## config.mk

```make
export PLATFORM = sky130hd
export DESIGN_NAME = fbPixelFetchShifter
export DESIGN_NICKNAME = d
export VERILOG_FILES = /design/src/rtl/fbShiftPkg.sv /design/src/rtl/fbFetchCtrl.sv /design/src/rtl/fbPixelPath.sv /design/src/rtl/fbPixelFetchShifter.sv
export SDC_FILE = /design/constraint.sdc
export NUM_CORES = 1
export LEC_CHECK = 0
export BUFFER_PORTS_ARGS = -buffer_cell sky130_fd_sc_hd__buf_2
export CAP_MARGIN = 20
export CORE_UTILIZATION = 50
export DETAILED_ROUTE_END_ITERATION = 12
export HOLD_SLACK_MARGIN = 0.06
export PLACE_DENSITY = 0.82
export SYNTH_ARGS = -nofsm -noshare
export SYNTH_HDL_FRONTEND = slang
export SYNTH_HIERARCHICAL = 1
export SYNTH_SLANG_ARGS = --single-unit
```

## constraint.sdc

```tcl
create_clock -name clk -period 2 [get_ports clk]
set_input_delay 0.1 -clock clk [delete_from_list [all_inputs] [get_ports clk]]
set_output_delay 0.1 -clock clk [all_outputs]
set_load 0.02 [all_outputs]
```

## src/rtl/fbShiftPkg.sv

```systemverilog
package fbShiftPkg;

  // Strobes from the fetch control to the pixel datapath
  typedef struct packed {
    logic restart;    // rewind scan for a new frame
    logic step;       // one visible pixel slot
    logic loadByte;   // step at a byte boundary: take the prefetched byte
    logic loadBlank;  // byte boundary with nothing prefetched
    logic capture;    // grant accepted: store memData, advance address
  } ctrlStrobes_t;

endpackage

```

## src/rtl/fbFetchCtrl.sv

```systemverilog
module fbFetchCtrl
  import fbShiftPkg::*;
#(
  parameter int unsigned PIX_PER_BYTE = 8
) (
  input  logic         clk,
  input  logic         rstN,
  input  logic         pixEn,
  input  logic         visible,
  input  logic         frameStart,
  input  logic         memGrant,
  input  logic         atLast,
  output ctrlStrobes_t strobes,
  output logic         memReq
);

  localparam int unsigned CNT_W = (PIX_PER_BYTE > 1) ? $clog2(PIX_PER_BYTE) : 1;
  localparam logic [CNT_W-1:0] LAST_BIT = CNT_W'(PIX_PER_BYTE - 1);

  logic [CNT_W-1:0] bitCnt;
  logic             holdValid;
  logic             windowDone;

  always_comb begin
    strobes.restart   = frameStart;
    strobes.step      = pixEn & visible & ~frameStart;
    strobes.loadByte  = strobes.step & (bitCnt == '0);
    strobes.loadBlank = strobes.loadByte & ~holdValid;
    memReq            = ~holdValid & ~windowDone;
    strobes.capture   = memGrant & memReq & ~frameStart;
  end

  always_ff @(posedge clk or negedge rstN) begin
    if (!rstN) begin
      bitCnt     <= '0;
      holdValid  <= 1'b0;
      windowDone <= 1'b0;
    end else if (strobes.restart) begin
      bitCnt     <= '0;
      holdValid  <= 1'b0;
      windowDone <= 1'b0;
    end else begin
      if (strobes.step) begin
        bitCnt <= (bitCnt == LAST_BIT) ? '0 : bitCnt + 1'b1;
      end
      if (strobes.capture) begin
        holdValid <= 1'b1;
      end else if (strobes.loadByte) begin
        holdValid <= 1'b0;
      end
      if (strobes.capture && atLast) begin
        windowDone <= 1'b1;
      end
    end
  end


  req_held_chk: assert property (@(posedge clk) disable iff (!rstN)
    memReq && !memGrant && !frameStart |=> memReq);


  req_drop_after_grant_chk: assert property (@(posedge clk) disable iff (!rstN)
    strobes.capture |=> !memReq);


  restart_requests_chk: assert property (@(posedge clk) disable iff (!rstN)
    frameStart |=> memReq);


  window_stays_closed_chk: assert property (@(posedge clk) disable iff (!rstN)
    windowDone && !frameStart |=> !memReq);

endmodule

```

## src/rtl/fbPixelPath.sv

```systemverilog
module fbPixelPath
  import fbShiftPkg::*;
#(
  parameter int unsigned ADDR_W    = 16,
  parameter int unsigned DATA_W    = 8,
  parameter int unsigned BASE      = 32'h2400,
  parameter int unsigned LIMIT     = 32'h4000,
  parameter bit          LSB_FIRST = 1'b1
) (
  input  logic              clk,
  input  logic              rstN,
  input  ctrlStrobes_t      strobes,
  input  logic              visible,
  input  logic [DATA_W-1:0] memData,
  output logic [ADDR_W-1:0] memAddr,
  output logic              atLast,
  output logic              pixOut
);

  localparam logic [ADDR_W-1:0] FIRST_ADDR = ADDR_W'(BASE);
  localparam logic [ADDR_W-1:0] LAST_ADDR  = ADDR_W'(LIMIT - 1);

  logic [ADDR_W-1:0] addrCnt;
  logic [DATA_W-1:0] holdBuf;
  logic [DATA_W-1:0] shiftReg;
  logic              pixBit;

  logic              holdHead;
  logic              shiftHead;
  logic [DATA_W-1:0] holdRest;
  logic [DATA_W-1:0] shiftRest;

  generate
    if (LSB_FIRST) begin : g_lsbFirst
      assign holdHead  = holdBuf[0];
      assign shiftHead = shiftReg[0];
      assign holdRest  = holdBuf >> 1;
      assign shiftRest = shiftReg >> 1;
    end else begin : g_msbFirst
      assign holdHead  = holdBuf[DATA_W-1];
      assign shiftHead = shiftReg[DATA_W-1];
      assign holdRest  = holdBuf << 1;
      assign shiftRest = shiftReg << 1;
    end
  endgenerate

  assign atLast  = (addrCnt == LAST_ADDR);
  assign memAddr = addrCnt;
  assign pixOut  = pixBit & visible;

  always_ff @(posedge clk or negedge rstN) begin
    if (!rstN) begin
      addrCnt  <= FIRST_ADDR;
      holdBuf  <= '0;
      shiftReg <= '0;
      pixBit   <= 1'b0;
    end else if (strobes.restart) begin
      addrCnt  <= FIRST_ADDR;
      shiftReg <= '0;
      pixBit   <= 1'b0;
    end else begin
      if (strobes.capture) begin
        holdBuf <= memData;
        if (!atLast) begin
          addrCnt <= addrCnt + 1'b1;
        end
      end
      if (strobes.loadBlank) begin
        shiftReg <= '0;
        pixBit   <= 1'b0;
      end else if (strobes.loadByte) begin
        shiftReg <= holdRest;
        pixBit   <= holdHead;
      end else if (strobes.step) begin
        shiftReg <= shiftRest;
        pixBit   <= shiftHead;
      end
    end
  end


  addr_window_chk: assert property (@(posedge clk) disable iff (!rstN)
    addrCnt >= FIRST_ADDR && addrCnt <= LAST_ADDR);


  addr_advance_chk: assert property (@(posedge clk) disable iff (!rstN)
    strobes.capture && !atLast && !strobes.restart |=> addrCnt == $past(addrCnt) + 1'b1);


  addr_still_chk: assert property (@(posedge clk) disable iff (!rstN)
    !strobes.capture && !strobes.restart |=> $stable(addrCnt));


  pixel_kept_chk: assert property (@(posedge clk) disable iff (!rstN)
    !strobes.step && !strobes.restart |=> $stable(pixBit));


  restart_addr_chk: assert property (@(posedge clk) disable iff (!rstN)
    strobes.restart |=> addrCnt == FIRST_ADDR && !pixBit);

endmodule

```

## src/rtl/fbPixelFetchShifter.sv

```systemverilog
module fbPixelFetchShifter
  import fbShiftPkg::*;
#(
  parameter int unsigned ADDR_W    = 16,
  parameter int unsigned DATA_W    = 8,
  parameter int unsigned BASE      = 32'h2400,
  parameter int unsigned LIMIT     = 32'h4000,
  parameter bit          LSB_FIRST = 1'b1
) (
  input  logic              clk,
  input  logic              rstN,
  input  logic              pixEn,
  input  logic              visible,
  input  logic              frameStart,
  input  logic              memGrant,
  input  logic [DATA_W-1:0] memData,
  output logic              memReq,
  output logic [ADDR_W-1:0] memAddr,
  output logic              pixOut
);

  ctrlStrobes_t strobes;
  logic         atLast;

  fbFetchCtrl #(
    .PIX_PER_BYTE(DATA_W)
  ) ctrl_i (
    .clk       (clk),
    .rstN      (rstN),
    .pixEn     (pixEn),
    .visible   (visible),
    .frameStart(frameStart),
    .memGrant  (memGrant),
    .atLast    (atLast),
    .strobes   (strobes),
    .memReq    (memReq)
  );

  fbPixelPath #(
    .ADDR_W   (ADDR_W),
    .DATA_W   (DATA_W),
    .BASE     (BASE),
    .LIMIT    (LIMIT),
    .LSB_FIRST(LSB_FIRST)
  ) path_i (
    .clk    (clk),
    .rstN   (rstN),
    .strobes(strobes),
    .visible(visible),
    .memData(memData),
    .memAddr(memAddr),
    .atLast (atLast),
    .pixOut (pixOut)
  );

endmodule

```

* Word level (Yosys, flattened, before mapping)
Cells that the tools add are included.
** Cells by class
- Muxes and demuxes :: 19
- Reduce and logical (&&, ||, !) cells :: 9
- Bitwise gates (word level) :: 11
- Add/sub/neg operators :: 2
- Equal/unequal tests :: 3
** Operators by type and width (count)
- two-way mux 16 bit :: 3
- two-way mux 8 bit :: 4
- adder 16 x 1 -> 16 bit, second input constant :: 1
- equality test 16 x 14 -> 1 bit, second input constant :: 1
- two-way mux 1 bit :: 9
- two-way mux 3 bit :: 3
- AND 1 bit :: 8
- nonzero test 2 bit :: 3
- AND reduction 2 bit :: 2
- nonzero test 4 bit :: 1
- adder 3 x 1 -> 3 bit, second input constant :: 1
- equality test 3 bit, second input constant :: 1
- logical NOT 3 bit :: 1
- inverter 1 bit :: 3
- nonzero test 3 bit :: 1
- != test 2 bit, second input constant :: 1
- logical AND 1 bit :: 1
** Word-level totals
- Logic and storage cells :: 51
- Bits of input ports :: 14
- Register bits :: 38
- Output and inout bits :: 18

* Logic depth before layout (Yosys ltp)
Gate-level depths: netlist (run 1).
- Word-level depth :: 7
- Mapped depth :: 9

* Modules after synthesis
The synthesis (run 1) kept the hierarchy.
** By module, submodules not included
- fbPixelPath :: area an instance 1691.6 um2, times used 1, cells an instance 166
- fbFetchCtrl :: area an instance 329.1 um2, times used 1, cells an instance 31

* Least setup slack after synthesis (run 1)
No wires, ideal clock.
- Path kind :: reg-to-reg
- Start point :: reg ctrl_i.windowDone
- End point :: reg path_i.addrCnt[9] (netlist: path_i/memAddr[9])
- Period minus slack after synthesis :: 2078 ps
- Data arrival time :: 1953 ps
- Data required time :: 1875 ps
- Path slack :: -78 ps
- Path buffers :: 1
- Cell stages (with the launch flop) :: 7
- Cell sequence :: dfrtp_1 -> nor4b_4 -> and4_1 -> buf_4 -> nand3_2 -> a2111oi_2 -> mux2_2
** RTL lines
- start, declared :: line fbFetchCtrl.sv:22 : logic windowDone;
- start signal, assigned :: line fbFetchCtrl.sv:37 : windowDone <= 1'b0;
- start signal, assigned :: line fbFetchCtrl.sv:41 : windowDone <= 1'b0;
- start signal, assigned :: line fbFetchCtrl.sv:52 : windowDone <= 1'b1;
- end signal, assigned :: line fbPixelPath.sv:65 : addrCnt <= addrCnt + 1'b1;
- end, declared :: line fbPixelPath.sv:23 : logic [ADDR_W-1:0] addrCnt;

==> metrics.cfg, run 1 <==
[run_status]
outcome=completed

[synthesis]
synth_fp_nets=215
synth-seq-area-share_pct=45.94
avgSynthCellArea_um2=10.26
synth.area.top_cells=dfrtp_1 43%, mux2_2 6.7%, mux2i_1 4.5%
synth-edff-count=0
synth_cell_types=45
ys_ff_latch=37
yosys.area.top_type=dfrtp_1
async_reset_ff_share_pct=100.0
yosys_warnings=6
synth_ff_type=dfrtp_1
synth_top_area_share_pct=43.34
yosys-top-cells-count=35 x dfrtp_1, 23 x nor2_1, 17 x a21oi_1, 12 x mux2_2, 9 x mux2i_1
syn_inst=197
synth_area_mm2=0.002021
yosysMostFrequentCell=dfrtp_1

[clocking]
cts_inserted_buffers=5
clkTransAtPathRegs_ns=0.08
cts.sinks=37
cts_root_buf=clkbuf_8
clk_path_buf_depth=2
cts_tree=yes
cts_max_level=2
clock_latency_ns=0.29

[cells_and_area]
drive_gt1_share_pct=32.11
nFillCells=286
instances_no_fill=294
area_delta_synth_final_pct=24.15
multi_input_area_mm2=0.001023
layout.nets=263
seqCellArea_um2=929.6
fin_util_pct=66.52
antenna_cells=0

[grt]
grt_usage_pct=23.52
grt_pass1_vias=1657
antenna_found_initial=0
grt_max_degree=33
grt_pass1_wl_um=7569
grt.overflow.total=0

[drt]
viasPerCell=5.837
drt_first_pass_iters=4
num_vias=1716
drc_errors=0
drt_iter0_markers=173
wl_per_cell_um=15.04
routed_wl_um=4422
final_antenna_net_count=0

[worst_setup_path]
crit_required_ns=2.18
reg2reg_to=path_i/memAddr[9]$_DFFE_PN0P_
crit_fanout=5
setup.worst_path.class=flop to flop
r2r_cells=5
cp-end-kind=flop
rrSetupSlack_ns=0.1
cp-start-kind=flop
cp.arrival_ns=2.09
reg2reg_from=ctrl_i/windowDone$_DFFE_PN0P_

[floorplan]
die_x_um=65.57
die_h_um=65.57
core-area_mm2=0.003771
die-area_mm2=0.004299
rows=22
boundaryPins=32
start_util_pct=53.58

[timing]
worstMarginPinSlew_ns=0.6040
skew_ns=0.004733
tns_ns=0
fmax_mhz=525.7
relSlewSlack_pct=59.74
hold_viol=0
rsz0062_at_grt=false
setup_viol=0
finalCritPeriodShare_pct=95.11
layout_min_cycle_time_ns=1.902
finalWorstSetupSlack_ns=0.09772
maxSlewViolCount=0

[run]
max-cap-violations=0

[power_and_ir_drop]
p_per_area_mw_per_mm2=723.9
irDropWorstVdd_uv=640.8
p_leak_nw=1.120

[placed_design]
placedCellCount=277
hpwl_um=2922
port_buffers=31
place_ws_ns=0.07207
place_congestion=0.8033

[min_path]
hold_class=input pin to flop
holdPathEnd=ctrl_i/windowDone$_DFFE_PN0P_
hold_start=memGrant
whs_path_depth=3

==> what timing repair did <==
action	CTS	global route
buffers inserted	0	0
resized for setup	0	1
endpoints found under the setup margin	0	2
hold buffers	9	0
endpoints found under the hold margin	34	0
==> layout by cell type, fill, tap and decap left out, types with 6 or more instances in the layout <==
| master | synthesis | routed |
|---|---|---|
| nor2b_1 | 8 | 8 |
| buf_2 | 2 | 31 |
| mux2_2 | 12 | 12 |
| dfrtp_1 | 35 | 34 |
| a21oi_1 | 17 | 17 |
| nand2_1 | 7 | 7 |
| nand3_1 | 8 | 8 |
| nor2_1 | 23 | 23 |
| buf_4 | 2 | 12 |
| mux2i_1 | 9 | 9 |
| inv_1 | 6 | 6 |
| dlygate4sd3_1 | 0 | 9 |
==> cells by family (layout without fill, tap and decap cells) <==
logic type	count (synthesis)	after routing	synth area share, %
AOI/OAI and AO/OA	37	37	13.07
buffers and inverters	17	66	3.653
adders and majority gates	4	4	2.477
muxes	21	21	11.15
DFF	37	37	45.94
and+or+nand+nor	81	81	23.72
==> state kept, by name, indices dropped and copies added (netlist names) <==
name and flops:
path_i/memAddr 16, ctrl_i/holdValid 1, ctrl_i/bitCnt 3, ctrl_i/windowDone 1
path_i/holdBuf 8, path_i/shiftReg 7, path_i/pixBit 1
==> area by class of cell <==
class                   count  area share (%)
clock buffers               5           2.743
clock inverters             3           2.743
inverters                   6          0.8978
multi-input cells         143           40.80
flip-flops and latches     37           37.06
well taps                  48           2.394
repair buffers             52           13.37
==> worst max-delay path, stage by stage, from the launching register on <==
cell,delay (ns)
dfrtp_1,0.42
nor4b_4,0.30
and4_2,0.32
nand3_2,0.13
a2111oi_2,0.25
mux2_2,0.37
==> how the worst max path moves through the flow <==
stage	endpoint	cells after the start	slack, ns	start
floorplan	path_i/memAddr[0]$_DFFE_PN0P_	6	0.02	path_i/memAddr[1]$_DFFE_PN0P_
global placement	path_i/memAddr[9]$_DFFE_PN0P_	5	0.14	ctrl_i/windowDone$_DFFE_PN0P_
detailed placement	path_i/memAddr[9]$_DFFE_PN0P_	5	0.07	ctrl_i/windowDone$_DFFE_PN0P_
CTS	path_i/memAddr[9]$_DFFE_PN0P_	5	0.06	ctrl_i/windowDone$_DFFE_PN0P_
global route	path_i/memAddr[15]$_DFFE_PN0P_	5	0.007	ctrl_i/windowDone$_DFFE_PN0P_
finish	path_i/memAddr[9]$_DFFE_PN0P_	5	0.1	ctrl_i/windowDone$_DFFE_PN0P_
==> per-stage QoR <==
stage          area, µm²  hold WS [ns]  total power (W)
6_report            2509        0.1088         0.001816
2_1_floorplan       2026       -0.1956        0.0009524
3_3_place_gp        2280        0.1396         0.001017
4_1_cts             2507       0.09883         0.001830
5_1_grt             2509        0.1300         0.001894
3_5_place_dp        2280        0.1390         0.001026
==> power by group <==
part	leakage (nW)	internal [W]	switching, W	total (W)
sequential	0.488	0.000803	0.0000319	0.000834
clock	0.0687	0.000502	0.000288	0.000790
combinational	0.563	0.0000959	0.0000953	0.000191
==> layer usage <==
layer	part of all wire, %	global-route usage [%]	vias up
li1	-	-	819
met1	46	30.81	840
met2	48	37.89	53
met3	4.5	5.208	4
met4	1.4	8.696	0
met5	0	0	-
Note: power is estimated with default switching activity, not from simulation.
==> run 2: changes to the inputs <==
Settings changed: RECOVER_POWER from default to 50.
==> run 2 against run 1 <==
Net effect: power hardly changed; clock-buffer cell count stayed put; critical path depth stayed put; critical endpoint is now path_i/memAddr[15]$_DFFE_PN0P_; largest power group unchanged.
==> metrics.cfg, run 2 (same netlist as run 1, synthesis figures left out) <==
[run_status]
outcome=completed

[floorplan]
core-area_mm2=0.003771
die-area_mm2=0.004299
boundaryPins=32
die_x_um=65.57
die_h_um=65.57
start_util_pct=53.58
rows=22

[worst_setup_path]
rrSetupSlack_ns=0.11
slowest_stage=or4_1
cp-end-kind=flop
crit_required_ns=2.22
reg2reg_to=path_i/memAddr[15]$_DFFE_PN0P_
r2r_cells=5
cpPeakStageDelay_ns=0.48
reg2reg_from=ctrl_i/windowDone$_DFFE_PN0P_
crit_chain=nor4b_4 -> and4_2 -> nand3_2 -> or4_1 -> a21oi_1
setup.worst_path.class=flop to flop
cp_num_buf_inv=0
crit_family=simple AND/OR/NAND/NOR gates
cp-start-kind=flop
crit_fanout=5
cp.arrival_ns=2.11

[clocking]
clk_path_buf_depth=2
cts_root_buf=clkbuf_8
clock_latency_ns=0.29
cts_max_level=2
cts_tree=yes
postCtsSetupRepairBufs=0
clkTransAtPathRegs_ns=0.08
cts.sinks=37
cts_inserted_buffers=5

[timing]
layout_min_cycle_time_ns=1.894
maxSlewViolCount=0
relSlewSlack_pct=1.946
finalCritPeriodShare_pct=94.71
skew_ns=0.005463
fmax_mhz=527.9
whs_ns=0.1083
tns_ns=0
worstMarginPinSlew_ns=1.471
rsz0062_at_grt=false
hold_viol=0
setup_viol=0

[drt]
final_antenna_net_count=0
drt_first_pass_iters=4
wl_per_cell_um=15.18
drt_iter0_markers=161
viasPerCell=5.861
num_vias=1723
drc_errors=0
routed_wl_um=4462

[grt]
grt_pass1_vias=1657
antenna_found_initial=0
grt.overflow.total=0
grt_pass1_wl_um=7569
grt_usage_pct=23.52
grt_max_degree=33

[cells_and_area]
final_cell_mix=34 x dfrtp_1, 23 x nor2_1, 20 x buf_2
area_delta_synth_final_pct=23.47
layout.nets=263
largest_register_ffs=16
antenna_cells=0
fin_util_pct=66.16
layout_commonest_cell=dfrtp_1
drive_gt1_share_pct=27.64

[min_path]
holdPathEnd=ctrl_i/windowDone$_DFFE_PN0P_
hold_class=input pin to flop
hold_start=memGrant
whs_path_depth=3

[run]
max-cap-violations=0

[placed_design]
hpwl_um=2922
place_congestion=0.8033
port_buffers=31

[power_and_ir_drop]
p_leak_nw=1.073
irDropWorstVdd_uv=644.4
total_power_w=0.001817
p_per_area_mw_per_mm2=728.2

-- run 2: area by class of cell --
| type | count | area [µm²] |
|---|---|---|
| multi-input combinational | 143 | 1023 |
| sequential | 37 | 929.6 |
| inverter | 6 | 22.52 |
| timing repair buffer | 52 | 321.6 |
| fill | 287 | 1276 |
| clock inverter | 3 | 68.82 |
| tap | 48 | 60.06 |
| clock buffer | 5 | 68.82 |
-- run 2: report_power, final --
part           leakage (nW)  switching, W  internal, W  total (W)
registers             0.488     0.0000322     0.000803   0.000835
logic                 0.516     0.0000954    0.0000957   0.000191
clock network        0.0687      0.000289     0.000502   0.000791
total                  1.07      0.000416      0.00140    0.00182
-- run 2: how the worst max path moves through the flow --
stage | from | to | slack (ns) | depth (start not counted)
final | ctrl_i/windowDone$_DFFE_PN0P_ | path_i/memAddr[15]$_DFFE_PN0P_ | 0.11 | 5
after global routing | ctrl_i/windowDone$_DFFE_PN0P_ | path_i/memAddr[15]$_DFFE_PN0P_ | 0.007 | 5
after CTS | ctrl_i/windowDone$_DFFE_PN0P_ | path_i/memAddr[9]$_DFFE_PN0P_ | 0.06 | 5
after detailed placement | ctrl_i/windowDone$_DFFE_PN0P_ | path_i/memAddr[9]$_DFFE_PN0P_ | 0.07 | 5
after global placement | ctrl_i/windowDone$_DFFE_PN0P_ | path_i/memAddr[9]$_DFFE_PN0P_ | 0.14 | 5
after floorplan | path_i/memAddr[1]$_DFFE_PN0P_ | path_i/memAddr[0]$_DFFE_PN0P_ | 0.02 | 6
-- run 2: layer usage --
metal  GRT usage, %  vias up  share of wire (%)  routed length [µm]
met3          5.208        4                5.2                 232
li1               -      819                  -                   -
met5              0        -                  0                   0
met4          8.696        0                1.5                  65
met1          30.81      845                 46                2031
met2          37.89       55                 48                2133
-- run 2: repair_timing --
| item | CTS | global route |
|---|---|---|
| endpoints found under the hold margin | 34 | 0 |
| hold buffers | 9 | 0 |
| setup endpoints to repair | 0 | 2 |
| resized for setup | 0 | 1 |
-- run 2: stage by stage --
step,setup WS (ns),instance area [µm²],std cells
after detailed placement,0.07207,2280,277
after global routing,0.007130,2495,294
final,0.1059,2495,294
after global placement,0.1367,2280,277
after CTS,0.06414,2507,294
after floorplan,0.01953,2026,197
-- run 2: tightest hold or removal path, stage by stage --
cell      delay (ns)
buf_2           0.11
nand3b_1        0.08
a21oi_1         0.07
==> run 3: changes to the inputs <==
==> constraint.sdc (replaced) <==
create_clock -name clk -period 2 [get_ports clk]
set_input_delay 0 -clock clk [delete_from_list [all_inputs] [get_ports clk]]
set_output_delay 0 -clock clk [all_outputs]
set_load 0.02 [all_outputs]
==> run 3 against run 2 <==
Net effect: clock-buffer cell count is the same; global-route usage is 1.1 points lower; critical endpoint is now path_i/memAddr[9]$_DFFE_PN0P_; critical path depth unchanged; maximum frequency up 0.96%; sequential power hardly changed; combinational power about the same; first-iteration DRC count decreased by 30%; sequential share of layout area increased by 0.23 points.
==> metrics.cfg, run 3 (same netlist as run 1, synthesis figures left out) <==
[floorplan]
core-area_mm2=0.003771
die_x_um=65.57
die-area_mm2=0.004299
rows=22
die_h_um=65.57
start_util_pct=53.58
boundaryPins=32

[cells_and_area]
area_delta_synth_final_pct=22.72
fin_util_pct=65.76
antenna_cells=0
drive_gt1_share_pct=26.51
instances_no_fill=297
largest_register_ffs=16
final_cell_mix=34 x dfrtp_1, 23 x nor2_1, 18 x buf_2
layout_commonest_cell=dfrtp_1
layout.nets=266
nFillCells=313

[clocking]
cts.sinks=37
cts_root_buf=clkbuf_8
cts_max_level=2
clkTransAtPathRegs_ns=0.08
cts_tree=yes
clock_latency_ns=0.30
postCtsSetupRepairBufs=0
cts_inserted_buffers=5
clk_path_buf_depth=2

[timing]
hold_viol=0
relSlewSlack_pct=40.01
layout_min_cycle_time_ns=1.876
skew_ns=0.002739
rsz0062_at_grt=false
maxSlewViolCount=0
tns_ns=0
worstMarginPinSlew_ns=0.8998
finalCritPeriodShare_pct=93.81
finalWorstSetupSlack_ns=0.1238
setup_viol=0
fmax_mhz=533.0

[worst_setup_path]
cp-start-kind=flop
cp_num_buf_inv=0
cp.arrival_ns=2.06
setup.worst_path.class=flop to flop
crit_chain=nor4b_4 -> and4_4 -> nand3_2 -> a2111oi_2 -> mux2_2
crit_required_ns=2.19
crit_fanout=5
crit_family=simple AND/OR/NAND/NOR gates
cpPeakStageDelay_ns=0.42
slowest_stage=dfrtp_1
cp-end-kind=flop

[grt]
grt_pass1_vias=1604
grt_max_degree=38
grt_pass1_wl_um=7258
grt_usage_pct=22.45
grt.overflow.total=0
antenna_found_initial=0

[run_status]
outcome=completed

[power_and_ir_drop]
pwr-share-comb_pct=12.2
p_leak_nw=1.053
sw_frac_of_total_pct=26.90
switchingPower_w=0.0004225
seqPwrFrac_pct=53.2
irDropWorstVdd_uv=375.0
total_power_w=0.001570
clkPwrFrac_pct=34.6
p_int_w=0.001148
p_per_area_mw_per_mm2=633.3

[placed_design]
port_buffers=31
place_congestion=0.7964
placedCellCount=276
place_ws_ns=0.07474
hpwl_um=2857

[drt]
drt_iter0_markers=113
wl_per_cell_um=14.53
drt_first_pass_iters=4
routed_wl_um=4316
num_vias=1684
drc_errors=0
final_antenna_net_count=0
viasPerCell=5.670

[run]
max-cap-violations=0

[min_path]
hold_class=input pin to flop

## run 3: changes by cell type in the layout (fill, tap and decap cells not counted), sizes merged
cell | previous run | this run
clkinv | 0 | 1
clkinvlp | 0 | 1
buf | 32 | 29
clkbuf | 16 | 18
bufinv | 2 | 0
dlygate4sd3 | 9 | 13
## run 3: layer usage
layer / GRT usage [%] / wire length [µm]
met1: 29.64 / 2050
met2: 35.05 / 2022
met3: 4.340 / 145
met4: 11.14 / 97
met5: 0 / 0
## run 3: timing repair
| item | CTS | global route |
|---|---|---|
| gates resized for setup | 0 | 2 |
| hold endpoints to repair | 46 | 0 |
| setup endpoints to repair | 0 | 4 |
| hold buffers | 13 | 0 |
## run 3: final timing paths
path                                                 end  slack, ns                          start  cells after the start
setup / recovery           path_i/memAddr[9]$_DFFE_PN0P_       0.12  ctrl_i/windowDone$_DFFE_PN0P_                      5
hold / removal              ctrl_i/bitCnt[2]$_DFFE_PN0P_       0.24                     frameStart                      3
setup reg to reg           path_i/memAddr[9]$_DFFE_PN0P_       0.12  ctrl_i/windowDone$_DFFE_PN0P_                      5
hold reg to reg            path_i/holdBuf[0]$_DFFE_PN0P_       0.51  path_i/holdBuf[0]$_DFFE_PN0P_                      1
max in group asynchronous  path_i/memAddr[0]$_DFFE_PN0P_       1.03                           rstN                      2
min in group asynchronous  path_i/memAddr[6]$_DFFE_PN0P_       0.36                           rstN                      2
## run 3: area by class of cell
class                   count  area, µm²  area share, %
clock buffers               5      68.82          2.775
flip-flops and latches     37      929.6          37.49
inverters                   6      22.52         0.9082
multi-input cells         143       1025          41.32
well taps                  48      60.06          2.422
repair buffers             55      352.8          14.23
clock inverters             3      21.27         0.8577
## run 3: worst min-delay path: stages
cell     delay, ns
buf_2         0.13
buf_4         0.23
a21oi_1       0.14
## run 3: stage by stage
stage          instance area [µm²]  hold WS (ns)
6_report                      2480        0.2408
3_5_place_dp                  2272        0.1406
5_1_grt                       2480        0.2496
4_1_cts                       2492        0.2369
2_1_floorplan                 2026       -0.2956
3_3_place_gp                  2272        0.1429
## run 3: power groups by stage
stage               logic (W)  clock network [W]  registers (W)
floorplan            0.000107                  0       0.000846
global placement     0.000168                  0       0.000848
detailed placement   0.000174                  0       0.000849
CTS                  0.000193           0.000550       0.000835
global route         0.000210           0.000579       0.000843
finish               0.000192           0.000544       0.000835
